[config.mk]
export PLATFORM = sky130hd
export DESIGN_NAME = sio_cfg_port
export DESIGN_NICKNAME = d
export VERILOG_FILES = /design/src/rtl/sio_cfg_pkg.sv /design/src/rtl/sio_key_fsm.sv /design/src/rtl/sio_gpio_bank.sv /design/src/rtl/sio_cfg_port.sv
export SDC_FILE = /design/constraint.sdc
export NUM_CORES = 1
export LEC_CHECK = 0
export ABC_CLOCK_PERIOD_IN_PS = 8550
export BUFFER_PORTS_ARGS = -buffer_cell sky130_fd_sc_hd__buf_2
export CELL_PAD_IN_SITES_DETAIL_PLACEMENT = 1
export CELL_PAD_IN_SITES_GLOBAL_PLACEMENT = 1
export CORE_ASPECT_RATIO = 1.25
export CORE_UTILIZATION = 44
export DETAILED_ROUTE_END_ITERATION = 6
export PLACE_DENSITY_LB_ADDON = 0.1
export REMOVE_ABC_BUFFERS = 1
export SYNTH_ARGS = -nofsm -noshare
export SYNTH_HDL_FRONTEND = slang
export SYNTH_SLANG_ARGS = --single-unit
[constraint.sdc]
create_clock -name clk -period 8.55 [get_ports clk]
set_clock_uncertainty 0.15 [all_clocks]
set_input_delay 0.4275 -clock clk [delete_from_list [all_inputs] [get_ports clk]]
set_output_delay 0.4275 -clock clk [all_outputs]
set_load 0.005 [all_outputs]
[src/rtl/sio_cfg_pkg.sv]
package sio_cfg_pkg;
  localparam logic [7:0]  KEY_ENTER   = 8'h87;
  localparam logic [7:0]  KEY_EXIT    = 8'hAA;
  localparam logic [7:0]  IDX_LDN     = 8'h07;
  localparam logic [7:0]  IDX_DEV_HI  = 8'h20;
  localparam logic [7:0]  IDX_DEV_LO  = 8'h21;
  localparam logic [7:0]  IDX_REV     = 8'h22;
  localparam logic [7:0]  IDX_VEN_HI  = 8'h23;
  localparam logic [7:0]  IDX_VEN_LO  = 8'h24;
  localparam logic [7:0]  LDN_GPIO    = 8'h06;
  localparam logic [15:0] VENDOR_ID   = 16'h1934;
  localparam int          BANK_TOP    = 'hF0;
  localparam int          BANK_STRIDE = 'h10;

  typedef enum logic [1:0] {KS_LOCKED, KS_HALF, KS_OPEN} key_state_e;
  typedef enum logic [1:0] {REG_DIR = 2'd0, REG_DOUT = 2'd1,
                            REG_PIN = 2'd2, REG_MODE = 2'd3} bank_reg_e;
endpackage

[src/rtl/sio_key_fsm.sv]
module sio_key_fsm
  import sio_cfg_pkg::*;
(
  input  logic       clk,
  input  logic       rst_n,
  input  logic       idx_wr,
  input  logic [7:0] wdata,
  output logic       cfg_open
);
  key_state_e state_q, state_n;

  always_comb begin
    state_n = state_q;
    if (idx_wr) begin
      if (state_q == KS_OPEN) begin
        if (wdata == KEY_EXIT) state_n = KS_LOCKED;
      end else if (wdata == KEY_ENTER) begin
        state_n = (state_q == KS_HALF) ? KS_OPEN : KS_HALF;
      end else begin
        state_n = KS_LOCKED;
      end
    end
  end

  always_ff @(posedge clk or negedge rst_n) begin
    if (!rst_n) state_q <= KS_LOCKED;
    else        state_q <= state_n;
  end

  assign cfg_open = (state_q == KS_OPEN);
endmodule

[src/rtl/sio_gpio_bank.sv]
module sio_gpio_bank
  import sio_cfg_pkg::*;
#(
  parameter logic [7:0] PIN_MASK = 8'hFF,
  parameter logic [7:0] BASE     = 8'hF0
) (
  input  logic       clk,
  input  logic       rst_n,
  input  logic       wr_en,
  input  logic [7:0] idx,
  input  logic [7:0] wdata,
  input  logic [7:0] pad_in,
  output logic       rd_hit,
  output logic [7:0] rd_data,
  output logic [7:0] pad_out,
  output logic [7:0] pad_oe
);
  logic [7:0] dir_q, dout_q, mode_q, sync1_q, sync2_q;
  logic [7:0] dir_n, dout_n, mode_n;
  bank_reg_e  off;

  assign rd_hit = (idx[7:2] == BASE[7:2]);
  assign off    = bank_reg_e'(idx[1:0]);

  always_comb begin
    dir_n  = dir_q;
    dout_n = dout_q;
    mode_n = mode_q;
    if (wr_en && rd_hit) begin
      case (off)
        REG_DIR:  dir_n  = wdata & PIN_MASK;
        REG_DOUT: dout_n = wdata & PIN_MASK;
        REG_MODE: mode_n = wdata & PIN_MASK;
        default:  ;
      endcase
    end
  end

  always_ff @(posedge clk or negedge rst_n) begin
    if (!rst_n) begin
      dir_q   <= '0;
      dout_q  <= '0;
      mode_q  <= '0;
      sync1_q <= '0;
      sync2_q <= '0;
    end else begin
      dir_q   <= dir_n;
      dout_q  <= dout_n;
      mode_q  <= mode_n;
      sync1_q <= pad_in & PIN_MASK;
      sync2_q <= sync1_q;
    end
  end

  always_comb begin
    case (off)
      REG_DIR:  rd_data = dir_q;
      REG_DOUT: rd_data = dout_q;
      REG_PIN:  rd_data = sync2_q;
      default:  rd_data = mode_q;
    endcase
  end

  // open-drain pulls low only; push-pull drives both levels
  assign pad_oe  = dir_q & (mode_q | ~dout_q);
  assign pad_out = dir_q & mode_q & dout_q;
endmodule

[src/rtl/sio_cfg_port.sv]
module sio_cfg_port
  import sio_cfg_pkg::*;
#(
  parameter int          NUM_BANKS     = 4,
  parameter logic [NUM_BANKS*8-1:0] BANK_PIN_MASK = 32'h1F3F_FFFF,
  parameter logic [15:0] DEVICE_ID     = 16'h0A51,
  parameter logic [7:0]  REVISION      = 8'h03,
  localparam int         NPINS         = NUM_BANKS * 8
) (
  input  logic             clk,
  input  logic             rst_n,
  input  logic             io_wr,
  input  logic             io_rd,
  input  logic             io_addr,
  input  logic [7:0]       io_wdata,
  output logic [7:0]       io_rdata,
  input  logic [NPINS-1:0] pad_in,
  output logic [NPINS-1:0] pad_out,
  output logic [NPINS-1:0] pad_oe,
  output logic             cfg_active
);
  logic       rst_meta, rst_q;
  logic [7:0] idx_q, idx_n, ldn_q, ldn_n;
  logic       cfg_open, idx_wr, dat_wr, gpio_sel;
  logic [NUM_BANKS-1:0] bank_hit;
  logic [7:0] bank_rd [NUM_BANKS];
  logic [7:0] rd_val, bank_val;

  // reset: asynchronous assert, synchronous release
  always_ff @(posedge clk or negedge rst_n) begin
    if (!rst_n) begin
      rst_meta <= 1'b0;
      rst_q    <= 1'b0;
    end else begin
      rst_meta <= 1'b1;
      rst_q    <= rst_meta;
    end
  end

  assign idx_wr   = io_wr & ~io_addr;
  assign dat_wr   = io_wr & io_addr & cfg_open;
  assign gpio_sel = (ldn_q == LDN_GPIO);

  sio_key_fsm u_key (
    .clk      (clk),
    .rst_n    (rst_q),
    .idx_wr   (idx_wr),
    .wdata    (io_wdata),
    .cfg_open (cfg_open)
  );

  always_comb begin
    idx_n = idx_q;
    ldn_n = ldn_q;
    if (cfg_open && idx_wr && io_wdata != KEY_EXIT) idx_n = io_wdata;
    if (dat_wr && idx_q == IDX_LDN)                 ldn_n = io_wdata;
  end

  always_ff @(posedge clk or negedge rst_q) begin
    if (!rst_q) begin
      idx_q <= '0;
      ldn_q <= '0;
    end else begin
      idx_q <= idx_n;
      ldn_q <= ldn_n;
    end
  end

  for (genvar b = 0; b < NUM_BANKS; b++) begin : g_bank
    localparam logic [7:0] BASE = 8'(BANK_TOP - BANK_STRIDE * b);
    sio_gpio_bank #(
      .PIN_MASK (BANK_PIN_MASK[b*8 +: 8]),
      .BASE     (BASE)
    ) u_bank (
      .clk     (clk),
      .rst_n   (rst_q),
      .wr_en   (dat_wr & gpio_sel),
      .idx     (idx_q),
      .wdata   (io_wdata),
      .pad_in  (pad_in[b*8 +: 8]),
      .rd_hit  (bank_hit[b]),
      .rd_data (bank_rd[b]),
      .pad_out (pad_out[b*8 +: 8]),
      .pad_oe  (pad_oe[b*8 +: 8])
    );
  end

  always_comb begin
    bank_val = 8'h00;
    for (int b = 0; b < NUM_BANKS; b++)
      if (bank_hit[b]) bank_val = bank_val | bank_rd[b];
  end

  always_comb begin
    rd_val = 8'h00;
    if (!cfg_open)     rd_val = 8'hFF;
    else if (!io_addr) rd_val = idx_q;
    else begin
      case (idx_q)
        IDX_LDN:    rd_val = ldn_q;
        IDX_DEV_HI: rd_val = DEVICE_ID[15:8];
        IDX_DEV_LO: rd_val = DEVICE_ID[7:0];
        IDX_REV:    rd_val = REVISION;
        IDX_VEN_HI: rd_val = VENDOR_ID[15:8];
        IDX_VEN_LO: rd_val = VENDOR_ID[7:0];
        default:    rd_val = gpio_sel ? bank_val : 8'h00;
      endcase
    end
  end

  assign io_rdata   = io_rd ? rd_val : 8'h00;
  assign cfg_active = cfg_open;
endmodule

**Yosys cells after proc, flatten, opt, wreduce, memory -nomap -nowiden**

Cells that the tools add are included.

- Register bits after elaboration: 155
- Bits in latches: 0
- Memory bits (writable): 0
- Bits in read-only memories: 0
- Input port bits: 45
- Logic and storage cells: 111
- Memories kept: 0

- $add $sub $neg: 0
- $mul: 0
- Divide/modulo/power cells: 0
- Order comparisons: 0
- Equality and inequality tests: 20
- Shifts and indexed selects: 0
- Mux-type cells: 17
- Bitwise logic cells: 28
- Reductions and logical operators: 21

Operators by type and width:

| operator | count |
|---|---|
| $mux W8 | 8 |
| $and A8 B8 Y8 | 6 |
| $pmux W8 S3 | 2 |
| $pmux W8 S6 | 1 |
| $eq A8 B6 Y1 const B | 5 |
| $or A8 B8 Y8 | 5 |
| $reduce_and A2 Y1 | 13 |
| $eq A6 B6 Y1 const B | 4 |
| $pmux W6 S3 | 1 |
| $eq A8 B3 Y1 const B | 2 |
| $eq A8 B8 Y1 const B | 2 |
| $not A8 Y8 | 2 |
| $pmux W5 S3 | 1 |
| $and A5 B8 Y8 | 1 |
| $and A6 B8 Y8 | 1 |
| $and A8 B5 Y8 | 1 |
| $and A8 B6 Y8 | 1 |
| $mux W2 | 4 |
| $ne A8 B8 Y1 const B | 1 |
| $not A5 Y8 | 1 |
| $not A6 Y8 | 1 |
| $or A5 B8 Y8 | 1 |
| $or A6 B8 Y8 | 1 |
| $logic_and A1 B1 Y1 | 7 |
| other kinds (8) | 14 |

**Depth between registers and ports, before layout**

Gate-level depths: netlist (run 1).

- Word-level depth: 14
- Mapped depth: 8
- Gate-level depth less buffers: 5

**By module**

Synthesis (run 1) repeated with hierarchy kept, for this count alone.

- Cell total of the unflattened synthesis: 543
- Area, all modules: 7424.6 um2

By module, submodules not included:

| module | instances | cells each | area an instance (um2) | sequential area each (um2) |
|---|---|---|---|---|
| sio_gpio_bank (g_bank[0].u_bank) | 1 | 107 | 1727.9 | 1001.0 |
| sio_gpio_bank (g_bank[1].u_bank) | 1 | 107 | 1715.4 | 1001.0 |
| sio_gpio_bank (g_bank[2].u_bank) | 1 | 91 | 1360.1 | 750.7 |
| sio_cfg_port | 1 | 143 | 1307.5 | 450.4 |
| sio_gpio_bank (g_bank[3].u_bank) | 1 | 82 | 1173.6 | 625.6 |
| sio_key_fsm | 1 | 13 | 140.1 | 50.0 |

**Worst setup path after synthesis (run 1)**

No wires, ideal clock.

- Kind: register to output
- Start point: reg idx_q[0]
- End point: out io_rdata[7]
- Data arrival time: 1.865 ns
- Required time: 7.973 ns
- Slack: 6.108 ns
- Stages on the path, launching flop included: 8
- Buffers on the path: 2
- Path through: dfrtp_1 > buf_2 > buf_2 > nor4b_1 > nor2_1 > o211a_1 > a221oi_1 > nor2_1

- Longest elaborated chain between the ends: 14
- Elaborated cells on any way between the ends: 23

RTL lines:

| item | RTL line | source |
|---|---|---|
| from (decl) | sio_cfg_port.sv:23 | `logic [7:0] idx_q, idx_n, ldn_q, ldn_n;` |
| from (signal assigned) | sio_cfg_port.sv:64 | `idx_q <= idx_n;` |
| $eq A2 B2 Y1, or another cell as far along | sio_gpio_bank.sv:56 | `case (off)` |
| $pmux W8 S3 | sio_gpio_bank.sv:56 |  |
| $mux W8 | sio_cfg_port.sv:91 | `if (bank_hit[b]) bank_val = bank_val \| bank_rd[b];` |
| $or A8 B8 Y8 | sio_cfg_port.sv:91 |  |
| $mux W8 | sio_cfg_port.sv:91 |  |
| $or A8 B8 Y8 | sio_cfg_port.sv:91 |  |
| $mux W8 | sio_cfg_port.sv:91 |  |
| $or A8 B8 Y8 | sio_cfg_port.sv:91 |  |
| $mux W8 | sio_cfg_port.sv:91 |  |
| $mux W8 | sio_cfg_port.sv:106 | `default: rd_val = gpio_sel ? bank_val : 8'h00;` |
| $pmux W8 S6 * | sio_cfg_port.sv:99 | `case (idx_q)` |
| $mux W8 * | sio_cfg_port.sv:97 | `else if (!io_addr) rd_val = idx_q;` |
| $mux W8 * | sio_cfg_port.sv:96 | `if (!cfg_open) rd_val = 8'hFF;` |
| $mux W8 * | sio_cfg_port.sv:111 | `assign io_rdata = io_rd ? rd_val : 8'h00;` |
| to (decl) | sio_cfg_port.sv:16 | `output logic [7:0] io_rdata,` |

Mark *: on every way between the ends. The rest lies on a longest branch, timed or not.

**Worst setup path in the final report (run 1)**

Same ends and word-level chain as after synthesis.

==> results of run 1 <==
==> power groups by stage <==
| stage | sequential [uW] | combinational (uW) | clock [uW] |
|---|---|---|---|
| floorplan | 781 | 17.8 | 0 |
| CTS | 759 | 74.1 | 786 |
| finish | 758 | 73.0 | 768 |
| global placement | 771 | 62.8 | 0 |
| detailed placement | 772 | 64.0 | 0 |
| global route | 760 | 80.7 | 810 |
==> cell usage after synthesis, types with 3 or more instances <==
master	count
mux2_1	6
nand4b_1	6
a21oi_1	9
nor2_2	3
buf_4	10
nand2b_1	3
mux2_2	90
buf_1	6
dfrtp_1	155
nand4_1	11
nand3b_1	3
nor2_1	15
nor2b_1	3
nor2_4	9
nand2_1	7
nand3_1	15
a21boi_0	27
mux4_2	27
and3_1	28
buf_2	7
clkbuf_1	10
o21ai_0	16
a31oi_1	3
inv_1	32
==> cells by family (layout without fill, tap and decap cells) <==
kind of cell           Yosys count  in the layout  synth area share
and+or+nand+nor                120            120             0.116
AOI/OAI and AO/OA               62             62            0.0578
buffers and inverters           65            200            0.0409
DFF                            155            155             0.546
other                            2             11           0.00106
muxes                          123            123             0.238
==> worst min path at each step <==
| stage | slack [ps] | cells past startpoint | from | endpoint |
|---|---|---|---|---|
| after floorplan | -20 | 0 | rst_n | rst_meta |
| after global placement | 60 | 1 | rst_n | rst_meta |
| after detailed placement | 60 | 1 | rst_n | rst_meta |
| after CTS | 90 | 0 | rst_q | g_bank[2].u_bank.sync1_q[4] |
| after global routing | 110 | 0 | rst_q | g_bank[2].u_bank.sync1_q[4] |
| final | 80 | 0 | rst_q | g_bank[2].u_bank.mode_q[4] |
==> layout make-up <==
cell class              count  area, um^2  share of cell area
clock buffers              18         439              0.0506
clock inverters            14         160              0.0184
inverters                  32         120              0.0138
multi-input cells         316        2980               0.343
flip-flops and latches    155        3880               0.447
well taps                 212         265              0.0305
repair buffers            136         836              0.0962
==> sequential cells by signal (all words and copies together) (netlist names) <==
register	flops
ldn_q	8
g_bank.u_bank.dir_q	27
g_bank.u_bank.dout_q	27
g_bank.u_bank.mode_q	27
rst_q	1
u_key.state_q	2
g_bank.u_bank.sync2_q	27
g_bank.u_bank.sync1_q	27
idx_q	8
rst_meta	1
==> critical path, cell delays in order, from the launching register on <==
cell and delay [ps]:
dfrtp_2 350, buf_4 570, mux4_2 610, a32o_1 310, a221oi_1 310, nor2_1 100, buf_2 130
==> repair_timing <==
item	in CTS	in global routing
gates resized for setup	0	0
hold endpoints to repair	29	0
hold buffers	28	0
==> stage by stage <==
stage	instance area, um^2	utilization	setup slack [ps]	cells	hold slack, ps
floorplan	6970	-	3760	503	-18.1
global placement	7810	0.497	5620	823	62.0
detailed placement	7810	0.497	5580	823	64.8
CTS	8690	0.553	5100	883	93.5
global route	8690	0.553	5010	883	111
finish	8690	0.553	5160	883	80.2
==> routing by layer <==
metal	vias to the layer above	global-route usage	wire (um)
li1	2153	-	-
met1	2543	0.294	7800
met2	114	0.431	9920
met3	26	0.0461	613
met4	0	0.0931	430
met5	-	0	0
==> results.txt, run 1 <==
- The run finished with clean final reports.
* Number of cells on the worst reg-to-reg path: 5
* Clock latency on the worst-skew pair: 430 ps
- Reg-to-reg slack, setup: 5700 ps
- Number of global-route vias before repair: 5,224
* Area of the placeable core: 15,700 um^2
- Area contributors post-synth: dfrtp_1 55%, mux2_2 14%, mux4_2 8.6%
- Proportion of layout cells with a drive suffix above 1: 0.416
- Clock transition time at the flip-flop clock pins of the worst setup and hold paths: 70 ps
* Arrival time of data at the critical path endpoint: 2820 ps
- Using the TritonRoute via totals, the vias-per-cell ratio works out to 5.48.
- Port buffering added 102 buffers.
- In this run, synthesis produced a sequential element count of 155.
- The internal power of the cells totals 1220 uW.
- Inserted Clock Buffers: 17
- Dividing the final minimum period by the clock period gives 0.397.
- HPWL after detailed placement: 12,100 um
* First-pass GRT wire length: 29,200 um
- The total count of max-transition violations in the final report was 0.
* Initial DRC count: 176
- Entering global routing, the biggest net connects 81 pins.
* Syn Std Cell Area: 7100 um^2
- Max-capacitance violation count: 0
- Counting distinct cell types in the post-synthesis netlist gives 45.
- Total gr overflow: 0
- The clock passes through at most 2 buffers.
- Leading cell type in the layout, fill and taps excluded: dfrtp_1
- Warnings, synthesis: 0
* Sw power: 375 uW
- Clock tree synthesis selected as its root buffer the cell clkbuf_16.
- Async set or reset register ratio after synthesis: 1.00
- The die covers 16,700 um^2.
* Area growth, synth to finish: 22.3%
- Fill cells: 1,650
- The synthesized design spends more area on one cell type than any other, namely dfrtp_1.
- Avg Cell Area, Syn: 13.5 um^2
- Combined global-route utilization of all metal layers: 0.244
- Layout Nets: 703
- In this run the worst path has a maximum fanout of 37.
- The startpoint identified for the worst register-to-register timing path is idx_q[0].
* Minimum clock period: 3390 ps
- The floorplan step set the die height to 144 um.
- Post-CTS repair timing setup buffer count: 0
- Comb power frac: 0.046
- Setup total negative slack on the finished layout was measured at 0 ps.
- Initial cell density of the core: 0.452
- TritonCTS built the clock tree.
* Overall Power: 1600 uW
* Relative max-transition margin: 0.297
* Kind of capture point of the worst setup path: primary output
- Count of endpoints failing hold in the final timing report: 0
- Total of endpoints with negative setup slack in the final report: 0
- The routed design has 18,800 um of wire.
- Slew of the pin with the lowest slew margin: 1050 ps
- Leakage: 0.00414 uW
- In the synthesized netlist the dominant register cell turns out to be dfrtp_1.
- Hold Path Class: flip-flop to async pin
* Portion of total power attributed to the clock network: 0.480
* Crit path capture: io_rdata[7]
- I/O pin cnt: 118
- Area fraction of the dominant cell type after synthesis: 0.546
* Initial antenna violation count: 0
- The cell count after synthesis came out at 527.
- CTS Sinks: 155
- Worst vdd rail ir drop: 0.156 mV
- DRC errors left: 0
- From left edge to right edge, the die measures 116 um.
* Worst Setup SP: idx_q[0]
* Std-Cell Rows: 51
- Setup repair after global routing left no endpoint under its margin.
- Nature of the critical path startpoint: flip-flop
* Final RePlAce weighted congestion: 0.839
- P per Cell Area: 184 nW/um^2
- Of the synthesized area, sequential elements account for 0.546.
- Data required time of the critical path: 7970 ps
- Based on the critical path, the design can be clocked at up to 0.295 GHz.
- Reg-to-reg critical path endpoint: ldn_q[5]
- Number of nets with antenna violations after detailed routing: 0
- CTS built an H-tree with a depth of 4.
- Top library cells by usage in the layout, fill and taps aside: 153 x dfrtp_1, 102 x buf_2, 90 x mux2_2
- The pre-antenna-repair detailed-routing pass consisted of 4 iterations.
- Type of the setup path with the least slack: flip-flop to primary output
* Vias post-DR: 4,836
* Wire per inst: 21.2 um
- In this run, synthesis inferred 0 flip-flops with an integrated enable.
- Diode insertion count for antenna repair: 0
- Portion of total power attributed to sequential cells: 0.474
- Net switching fraction of the power: 0.235
No activity file was read; power rests on OpenSTA's default activity.
==> run 2: changes to the inputs <==
--- a/config.mk
+++ b/config.mk
@@ -5,7 +5,7 @@
 export SDC_FILE = /design/constraint.sdc
 export NUM_CORES = 1
 export LEC_CHECK = 0
-export ABC_CLOCK_PERIOD_IN_PS = 8550
+export ABC_CLOCK_PERIOD_IN_PS = 3500
 export BUFFER_PORTS_ARGS = -buffer_cell sky130_fd_sc_hd__buf_2
 export CELL_PAD_IN_SITES_DETAIL_PLACEMENT = 1
 export CELL_PAD_IN_SITES_GLOBAL_PLACEMENT = 1
==> constraint.sdc (replaced) <==
create_clock -name clk -period 3.5 [get_ports clk]
set_clock_uncertainty 0.15 [all_clocks]
set_input_delay 0.175 -clock clk [delete_from_list [all_inputs] [get_ports clk]]
set_output_delay 0.175 -clock clk [all_outputs]
set_load 0.005 [all_outputs]
==> results.txt, run 2 (synthesis gave the netlist of run 1 again) <==
* Outcome: complete, no violations
* Nature of the critical path startpoint: flip-flop
- TritonRoute pass-1 iters: 4
- Measured along the y axis, the die boundary spans 144 um.
* Max-capacitance violation count: 0
- The region available for standard cell placement spans 15,700 um^2.
- Number of nets with antenna violations after detailed routing: 0
* Leading cell type in the layout, fill and taps excluded: dfrtp_1
- Headroom to the max-slew limit came out at 0.338.
- Number of global-route vias before repair: 5,342
* I/O pin cnt: 118
- Summed over all layers, the global routing overflow is 0.
* Vias post-DR: 4,880
- Buffers placed on the I/O ports in this run total 102.
- Counting along the longest clock path gives a buffer depth of 2.
- The net count of the finished layout is 715.
- At the pin with the least slew margin, the transition time is 985 ps.
- Compared with the post-synthesis result, the final layout area differs by 25.0%.
* Part of the cycle the worst path needs: 0.936
- Kind of capture point of the worst setup path: primary output
* Tightest hold margin: 33.0 ps
- The initial utilization of the core area, before any placement, comes to 0.452.
- TritonCTS clock tree: done
* Total of endpoints with negative setup slack in the final report: 0
- HPWL after detailed placement: 13,100 um
- Filler-free cell count of the finished design: 895
- Entering global routing, the biggest net connects 60 pins.
- Combined global-route utilization of all metal layers: 0.254
- CTS Sinks: 155
* Setup Slack @ Placement: 654 ps
- The analysis attributes to cell leakage a power of 0.00423 uW.
* WL final: 19,500 um
- Full die area: 16,700 um^2
- CTS resizes: 0
* Post-Route Utilization: 0.565
- The floorplan has 51 rows.
- After layout, the worst setup slack is 224 ps.
- Along the worst path, the maximum fanout reaches 17.
* Reg-to-reg slack, setup: 830 ps
- Clock transition time at the flip-flop clock pins of the worst setup and hold paths: 60 ps
- The worst setup path is of the flip-flop to primary output kind.
* Inserted Clock Buffers: 17
* P per Cell Area: 456 nW/um^2
* Initial DRC count: 252
- Proportion of layout cells with a drive suffix above 1: 0.419
- STA puts the critical path data required time at 3170 ps.
* Max-slew violation total from the final report: 0
* Top library cells by usage in the layout, fill and taps aside: 153 x dfrtp_1, 102 x buf_2, 90 x mux2_2
- Clock latency on the worst-skew pair, taken at its later pin, is 420 ps.
- The H-tree was split into 4 levels.
* First-pass GRT wire length: 30,500 um
- CTS placed an instance of clkbuf_16 at the clock tree root.
- Once the clock tree was built, the setup fixing pass inserted 0 buffers.
* Worst vdd rail ir drop: 0.305 mV
- The number of failing hold endpoints at the final stage is 0.
* Minimum clock period: 3280 ps
* Hold Path Class: input pin to flip-flop
- For this run, design rule violations remaining after detail routing come to 0.
* Arrival time of data at the critical path endpoint: 2950 ps
- Dividing the detail-routed wire length by the instance count gives 21.8 um.
- The initial antenna violation count came to 0.
- Placed cell count: 832
- Post-CTS Hold Fix Bufs: 31
* Maximum achievable frequency: 0.305 GHz
- Unrepaired setup endpoints after global routing: false
* Final RePlAce weighted congestion: 0.828
- Using the TritonRoute via totals, the vias-per-cell ratio works out to 5.45.
- Horizontal die dimension: 116 um
- Diode insertion count for antenna repair: 0
[run 2: final timing paths]
| path | from | end | cells after the start |
|---|---|---|---|
| max in group asynchronous | rst_q | g_bank[2].u_bank.sync1_q[2] | 1 |
| setup reg to reg | idx_q[1] | g_bank[0].u_bank.dir_q[1] | 5 |
| hold / removal | io_wdata[0] | idx_q[0] | 3 |
| min in group asynchronous | rst_q | g_bank[2].u_bank.dir_q[4] | 0 |
| hold reg to reg | rst_q | g_bank[2].u_bank.dir_q[4] | 0 |
| setup / recovery | idx_q[1] | io_rdata[0] | 7 |
[run 2: critical path, cell delays in order (launching register included)]
cell and delay, ps:
dfrtp_1 970, buf_4 390, mux4_2 350, nand4b_1 110, nand4_1 160, a221oi_1 330
nor2_1 80, buf_2 140
[run 2: final cells by class]
type,instances,area [um^2]
Inverter,32,120
Multi-Input combinational cell,316,2980
Clock inverter,11,180
Timing Repair Buffer,148,983
Fill cell,1592,6820
Tap cell,212,265
Clock buffer,21,460
Sequential cell,155,3880
[run 2: through the flow]
stage | instance area [um^2] | TNS [ps] | power (uW)
after floorplan | 6970 | -250810 | 1950
after global placement | 7920 | 0 | 2050
after detailed placement | 7920 | 0 | 2060
after CTS | 8870 | 0 | 4080
after global routing | 8870 | 0 | 4170
final | 8870 | 0 | 4040
[run 2: report_power, final]
| group | total [uW] | switching, uW | internal [uW] |
|---|---|---|---|
| sequential | 1860 | 31.2 | 1830 |
| clock | 2000 | 751 | 1240 |
| combinational | 189 | 104 | 84.4 |
| total | 4040 | 887 | 3160 |
[run 2: routing by layer]
metal	wire, um	part of all wire	track usage
met4	222	0.011	0.0675
met3	516	0.027	0.0436
met2	10200	0.52	0.443
met5	0	0	0
met1	8560	0.44	0.327
